--- config.mk ---
export PLATFORM = sky130hd
export DESIGN_NAME = bus_cycle_master
export DESIGN_NICKNAME = d
export VERILOG_FILES = /design/src/rtl/bus_cycle_master.sv
export SDC_FILE = /design/constraint.sdc
export NUM_CORES = 1
export LEC_CHECK = 0
export BUFFER_PORTS_ARGS = -buffer_cell sky130_fd_sc_hd__buf_2
export CORE_MARGIN = 2
export CORE_UTILIZATION = 40
export CTS_BUF_LIST = sky130_fd_sc_hd__clkbuf_4 sky130_fd_sc_hd__clkbuf_8
export DETAILED_ROUTE_END_ITERATION = 10
export GPL_TIMING_DRIVEN = 0
export PLACE_DENSITY_LB_ADDON = 0.05
export REMOVE_ABC_BUFFERS = 1
export SKIP_LAST_GASP = 1
export SLEW_MARGIN = 15
export SYNTH_ARGS = -nofsm -noshare
export SYNTH_HDL_FRONTEND = slang
export SYNTH_SLANG_ARGS = --single-unit
--- constraint.sdc ---
create_clock -name clk -period 3.9 [get_ports clk]
set_input_delay 0.975 -clock clk [delete_from_list [all_inputs] [get_ports clk]]
set_output_delay 0.975 -clock clk [all_outputs]
set_load 0.02 [all_outputs]
--- src/rtl/bus_cycle_master.sv ---
module bus_cycle_master #(
  parameter int AW = 16,
  parameter int DW = 16,
  parameter int TW = 10
) (
  input  logic          clk,
  input  logic          rst_n,
  input  logic          req_valid,
  output logic          req_ready,
  input  logic [2:0]    req_kind,
  input  logic [AW-1:0] req_addr,
  input  logic [DW-1:0] req_wdata,
  input  logic [TW-1:0] timeout_limit,
  output logic          done,
  output logic [DW-1:0] rd_data,
  output logic          bus_err,
  output logic [AW-1:0] bus_addr,
  output logic          ale,
  output logic          den,
  output logic [DW-1:0] bus_wdata,
  input  logic [DW-1:0] bus_rdata,
  input  logic          bus_ready,
  output logic          mrd_n,
  output logic          mwr_n,
  output logic          iord_n,
  output logic          iowr_n,
  output logic          inta_n
);
  localparam int NKIND = 5;

  typedef enum logic [1:0] {S_IDLE, S_ADDR, S_CMD, S_RCV} state_t;

  state_t          state;
  logic [2:0]      kind_q;
  logic [AW-1:0]   addr_q;
  logic [DW-1:0]   wdata_q;
  logic [DW-1:0]   rdata_q;
  logic [TW-1:0]   lim_q;
  logic [TW-1:0]   cnt;
  logic            err_q;
  logic [NKIND-1:0] cmd_sel;

  wire accept  = (state == S_IDLE) && req_valid && (req_kind < 3'(NKIND));
  wire is_read = (kind_q == 3'd0) || (kind_q == 3'd2) || (kind_q == 3'd4);
  wire expired = (lim_q != '0) && (cnt == lim_q - 1'b1);

  always_ff @(posedge clk or negedge rst_n) begin
    if (!rst_n) begin
      state   <= S_IDLE;
      kind_q  <= '0;
      addr_q  <= '0;
      wdata_q <= '0;
      rdata_q <= '0;
      lim_q   <= '0;
      cnt     <= '0;
      err_q   <= 1'b0;
    end else begin
      case (state)
        S_IDLE: if (accept) begin
          state   <= S_ADDR;
          kind_q  <= req_kind;
          addr_q  <= req_addr;
          wdata_q <= req_wdata;
          lim_q   <= timeout_limit;
        end
        S_ADDR: begin
          state <= S_CMD;
          cnt   <= '0;
          err_q <= 1'b0;
        end
        S_CMD: begin
          if (bus_ready) begin
            state   <= S_RCV;
            rdata_q <= is_read ? bus_rdata : '0;
          end else if (expired) begin
            state   <= S_RCV;
            rdata_q <= '0;
            err_q   <= 1'b1;
          end else begin
            cnt <= cnt + 1'b1;
          end
        end
        default: state <= S_IDLE;
      endcase
    end
  end

  assign cmd_sel   = (state == S_CMD) ? (NKIND'(1) << kind_q) : '0;
  assign {inta_n, iowr_n, iord_n, mwr_n, mrd_n} = ~cmd_sel;
  assign req_ready = (state == S_IDLE);
  assign ale       = (state == S_ADDR);
  assign den       = (state == S_CMD);
  assign done      = (state == S_RCV);
  assign bus_err   = done & err_q;
  assign rd_data   = done ? rdata_q : '0;
  assign bus_addr  = addr_q;
  assign bus_wdata = wdata_q;

  p_one_strobe_r4: assert property (@(posedge clk) disable iff (!rst_n)
    $countones({mrd_n, mwr_n, iord_n, iowr_n, inta_n}) >= NKIND - 1);
  p_strobe_with_den_r4: assert property (@(posedge clk) disable iff (!rst_n)
    den == ($countones({mrd_n, mwr_n, iord_n, iowr_n, inta_n}) == NKIND - 1));
  p_ale_then_cmd_r2: assert property (@(posedge clk) disable iff (!rst_n)
    ale |=> den && !ale);
  p_addr_held_r3: assert property (@(posedge clk) disable iff (!rst_n)
    (den || done) |-> $stable(bus_addr));
  p_done_pulse_r8: assert property (@(posedge clk) disable iff (!rst_n)
    done |=> !done && req_ready);
  p_done_after_cmd_r6: assert property (@(posedge clk) disable iff (!rst_n)
    $rose(done) |-> $past(den));
  p_err_only_done_r9: assert property (@(posedge clk) disable iff (!rst_n)
    bus_err |-> done && rd_data == '0);
endmodule

==> results_dict.tcl, run 1 <==
set metrics [dict create \
    status "finished clean" \
    maxCapViolCount 0 \
    via_per_inst 5.128 \
    gp_congestion 0.8059 \
    port_buffers 122 \
    cts_buffers 9 \
    cts-root-buf "clkbuf_8" \
    dp_hpwl_um 5670 \
    synthCells 300 \
    postCtsSetupBuffers 0 \
    io_pins 123 \
    final_cell_mix "buf_2 (123), dfrtp_1 (74), mux2_2 (45)" \
    power_leakage_uw 0.002219 \
    worst_path_dominant_cell_family "buffers and inverters" \
    max_stage_delay_ns 0.58 \
    cpMostUsedCell "inv_1" \
    end_kind "primary output" \
    tightest_slew_ns 0.6640 \
    die_w_um 98.78 \
    grt_pass1_wl_um 13150 \
    min_path_type "flip-flop to flip-flop" \
    setup_viol 0 \
    dr_total_vias 2754 \
    power.density_nw_per_um2 759.4 \
    rows 34 \
    path_clk_slew_ns 0.08 \
    drc_errors 0 \
    instances_no_fill 537 \
    crit_required_ns 2.92 \
    finalWirelength_um 7913 \
    startpoint_type "flip-flop" \
    nets 496 \
    synth_cell_type_count 50 \
    yosysWarnings 0 \
    path_buf_inv 3 \
    fp.dieH_um 98.78 \
    slew_headroom 0.5574 \
    cts_tree "built" \
    crit_chain "inv_1, ha_1, inv_1, or4_1, buf_2" \
    clock_latency_ns 0.34 \
    dp.cells 521 \
    clockBufferDepth 2 \
    synth_edf_count 0 \
    hold_violations 0 \
    dr.pass1.iters 4 \
    clock_skew_ns 0.008266 \
    timing.final.crit_share 0.8636 \
    async_reset_ff_frac 1.000 \
    worstSetupPathType "flip-flop to primary output" \
    fin_crit_ns 3.368 \
    grt_start_max_net_pins 48 \
    drive_gt1_frac 0.4685 \
    cts_htree_levels 3 \
    grt_use_total 0.1667 \
    grt_overflow 0 \
    cp.arrival_ns 2.39 \
    pre_cts_slack_ns 0.6539 \
    synth_area_per_cell_um2 11.98 \
    cts_sinks 74 \
    rsz0062_at_grt "no" \
    postRouteAntennaNets 0 \
    area_growth_pct 27.44 \
    cp_max_fo 12 \
    post_cts_resized 0 \
    grt_pass1_vias 2686 \
    ys_ff_latch 74 \
    synthFlopType "dfrtp_1" \
    diodes 0 \
    ctsHoldBuffers 0 \
    drt-wirelength-per-cell_um 14.74 \
    yosysSeqAreaShare 0.5153 \
    layout_commonest_cell "buf_2" \
    drt_iter0_drc 60 \
    fmaxAchievable_mhz 296.9 \
    crit_slowest_cell "or4_1" \
    dieArea_um2 9757 \
    slew_viol_final 0 \
    synth_area_um2 3593 \
    antenna_found_initial 0 \
    core-area_um2 8721 \
    start_util 0.4121 \
    fin_util 0.5251 \
    worst_slack_ns 0.5319 \
    ir_worst_vdd_uv 307.0 \
]
final timing paths:
path	slack, ns	startpoint	cells past startpoint	endpoint
setup / recovery	0.53	state[0]$_DFFE_PN0P_	5	inta_n
hold / removal	0.50	err_q$_DFFE_PN0P_	1	err_q$_DFFE_PN0P_
setup reg to reg	0.67	lim_q[0]$_DFFE_PN0P_	9	rdata_q[11]$_DFFE_PN0P_
hold reg to reg	0.50	err_q$_DFFE_PN0P_	1	err_q$_DFFE_PN0P_
max in group asynchronous	2.75	rst_n	2	rdata_q[11]$_DFFE_PN0P_
min in group asynchronous	0.59	rst_n	1	lim_q[5]$_DFFE_PN0P_
final cells by class:
cell class | count | area (um^2)
Fill cell | 804 | 4141
Sequential cell | 74 | 1852
Multi-Input combinational cell | 202 | 1662
Timing Repair Buffer | 125 | 650.6
Clock buffer | 10 | 137.6
Tap cell | 108 | 135.1
Clock inverter | 6 | 97.59
Inverter | 12 | 45.04
Yosys cell counts (all sizes together), types with 2 or more instances:
cell type / count / area [um^2]
clkbuf: 7 / 26.28
a311oi: 2 / 17.52
a2111oi: 2 / 17.52
a311o: 2 / 20.02
nor3b: 2 / 15.01
and2: 18 / 112.6
xor2: 6 / 52.55
nor2b: 6 / 37.54
or3: 3 / 18.77
ha: 7 / 87.58
or2: 4 / 25.02
and3: 2 / 12.51
xnor2: 3 / 26.28
nor2: 10 / 40.04
a31oi: 3 / 18.77
o221ai: 4 / 35.03
mux2i: 4 / 40.04
o21ai: 7 / 46.30
a21oi: 3 / 15.01
mux2: 45 / 506.7
nand3: 12 / 60.06
dfrtp: 74 / 1852
nor3: 3 / 26.28
nor4: 4 / 25.02
a22o: 16 / 140.1
buf: 5 / 27.52
o21a: 3 / 22.52
nand2: 14 / 60.06
inv: 12 / 45.04
or4: 4 / 33.78
flip-flops by register name (all words and copies together) (netlist names):
| register | flops |
|---|---|
| rdata_q | 16 |
| lim_q | 10 |
| bus_addr | 16 |
| state | 2 |
| bus_wdata | 16 |
| cnt | 10 |
| err_q | 1 |
| kind_q | 3 |
stage by stage:
step	instance area (um^2)	TNS [ns]	hold slack, ns	total power, uW
6_report	4579	0	0.4995	3478
3_3_place_gp	4285	-17.16	0.4754	2787
2_1_floorplan	3540	0	0.4565	2343
5_1_grt	4579	0	0.5121	3737
4_1_cts	4579	0	0.5007	3532
3_5_place_dp	4344	0	0.4812	2827
per-layer routing:
metal,vias up,routed length (um),GRT usage,share of wire
li1,1339,-,-,-
met1,1324,3566,0.2154,0.45
met2,83,3730,0.2677,0.47
met3,8,523,0.04965,0.066
met4,0,93,0.05796,0.012
met5,-,0,0,0
cells by family (layout without fill, tap and decap cells):
| kind of cell | after synthesis | count (layout) | synth area share |
|---|---|---|---|
| mux | 49 | 49 | 0.1522 |
| fa+ha+maj | 7 | 7 | 0.02437 |
| flops | 74 | 74 | 0.5153 |
| xor+xnor | 9 | 9 | 0.02194 |
| compound gates | 51 | 51 | 0.1187 |
| simple gates | 86 | 86 | 0.1400 |
| buf+inv | 24 | 153 | 0.02751 |
where the power goes:
group	internal [uW]	switching, uW	leakage (uW)
Clock	387	305	0.000119
Combinational	653	842	0.00118
Sequential	1070	220	0.000921
Total	2110	1370	0.00222
Note: power is estimated with default switching activity, not from simulation.
==> run 2, diff against run 1 <==
Settings changed: PLACE_DENSITY set to 0.66, PLACE_DENSITY_LB_ADDON 0.05 to not set.
==> run 2 against run 1 <==
Highest routed layer unchanged; design area shrank 0.46%; die area is the same; fmax shrank 0.63%; register-to-register slack hardly changed; via count up 1.8%; sequential share of layout area up 0.19 points; final cell count rose by 0.19%; clock skew about the same; total power down 1.9%; core utilization shrank 0.24 points.
==> results_dict.tcl, run 2 (synthesis gave the netlist of run 1 again) <==
set metrics [dict create \
    clock_skew_ns 0.008582 \
    maxCapViolCount 0 \
    cpMostUsedCell "inv_1" \
    worstSetupPathType "flip-flop to primary output" \
    slew_headroom 0.5206 \
    clock_latency_ns 0.34 \
    gp_congestion 0.7362 \
    max_stage_delay_ns 0.59 \
    cts-root-buf "clkbuf_8" \
    setup_viol 0 \
    port_buffers 122 \
    pre_cts_slack_ns 0.7210 \
    final_cell_mix "buf_2 (123), dfrtp_1 (74), mux2_2 (45)" \
    antenna_found_initial 0 \
    via_per_inst 5.210 \
    cts_buffers 9 \
    die_w_um 98.78 \
    slew_viol_final 0 \
    worst_slack_ns 0.5105 \
    crit_chain "inv_1, ha_1, inv_1, or4_1, buf_2" \
    diodes 0 \
    placed_area_um2 4357 \
    cts_sinks 74 \
    path_clk_slew_ns 0.07 \
    grt_use_total 0.1669 \
    power.density_nw_per_um2 748.4 \
    instances_no_fill 538 \
    timing.final.crit_share 0.8691 \
    core-area_um2 8721 \
    finalInstanceArea_um2 4558 \
    drt-wirelength-per-cell_um 14.67 \
    grt_overflow 0 \
    ir_worst_vdd_uv 349.8 \
    nets 497 \
    cts_htree_levels 3 \
    cts_tree "built" \
    startpoint_type "flip-flop" \
    fp.dieH_um 98.78 \
    setup_tns_ns 0 \
    power_leakage_uw 0.002207 \
    end_kind "primary output" \
    cp.arrival_ns 2.41 \
    dr_total_vias 2803 \
    io_pins 123 \
    dieArea_um2 9757 \
    layout_commonest_cell "buf_2" \
    postRouteAntennaNets 0 \
    area_growth_pct 26.85 \
    post_cts_resized 0 \
    tightest_slew_ns 0.7178 \
    clockBufferDepth 2 \
    grt_start_max_net_pins 45 \
    hold_violations 0 \
    cp_max_fo 12 \
    crit_slowest_cell "or4_1" \
    drt_iter0_drc 116 \
    path_buf_inv 3 \
    seqCellArea_um2 1852 \
    start_util 0.4121 \
    fin_util 0.5227 \
    finalWirelength_um 7893 \
    dp_hpwl_um 5848 \
    dp.cells 522 \
    crit_required_ns 2.92 \
    grt_pass1_vias 2795 \
    fmaxAchievable_mhz 295.0 \
    min_path_type "flip-flop to flip-flop" \
    worst_path_dominant_cell_family "simple AND/OR/NAND/NOR gates" \
    drc_errors 0 \
    dr.pass1.iters 5 \
    ctsHoldBuffers 0 \
    rsz0062_at_grt "no" \
    fin_crit_ns 3.389 \
    drive_gt1_frac 0.4698 \
    fillers 788 \
    postCtsSetupBuffers 0 \
    status "finished clean" \
    multi_input_area_um2 1654 \
    rows 34 \
    grt_pass1_wl_um 13160 \
]
run 2: changes by cell type in the layout (fill, tap and decap cells not counted):
cell,before,now
clkbuf_4,0,2
bufinv_16,2,1
inv_8,1,0
clkinv_4,2,1
buf_12,0,1
nand3_2,0,1
clkinvlp_4,0,2
clkbuf_8,10,9
nand3_4,1,0
run 2: final timing paths:
path | from | to | slack (ns) | cells after the start
worst min register to register | err_q$_DFFE_PN0P_ | err_q$_DFFE_PN0P_ | 0.50 | 1
worst max-delay path | state[0]$_DFFE_PN0P_ | inta_n | 0.51 | 5
max in group asynchronous | rst_n | bus_addr[13]$_DFFE_PN0P_ | 2.78 | 2
min in group asynchronous | rst_n | lim_q[7]$_DFFE_PN0P_ | 0.56 | 1
worst min-delay path | err_q$_DFFE_PN0P_ | err_q$_DFFE_PN0P_ | 0.50 | 1
worst max register to register | lim_q[0]$_DFFE_PN0P_ | rdata_q[1]$_DFFE_PN0P_ | 0.67 | 9
run 2: where the power goes:
group	leakage, uW	switching [uW]	internal, uW	total [uW]
Clock	0.0000970	295	314	609
Sequential	0.000921	229	1070	1300
Combinational	0.00119	843	658	1500
run 2: per-layer routing:
layer | vias up | global-route usage | wire [um]
met2 | 73 | 0.2723 | 3838
met5 | - | 0 | 0
met1 | 1377 | 0.2083 | 3515
met4 | 0 | 0.06639 | 137
li1 | 1341 | - | -
met3 | 12 | 0.04965 | 401
run 2: cell type report:
cell class              instances  area share
clock buffers                  11     0.03047
clock inverters                 5     0.01372
inverters                      12    0.009882
multi-input cells             202      0.3629
flip-flops and latches         74      0.4063
well taps                     108     0.02965
repair buffers                126      0.1471
run 2: per-stage QoR:
stage	total power [uW]	hold WS (ns)
after floorplan	2343	0.4565
after global placement	2768	0.4738
after detailed placement	2837	0.4829
after CTS	3457	0.5028
after global routing	3656	0.5167
final	3411	0.4983
run 2: worst reg2reg max path, stage by stage (launching register included):
cell       delay [ns]
dfrtp_1          0.46
inv_1            0.09
ha_1             0.27
or3b_2           0.52
a2111oi_0        0.46
o2111a_1         0.28
o2111ai_2        0.21
o21ai_4          0.35
nand2_4          0.18
a22o_1           0.30
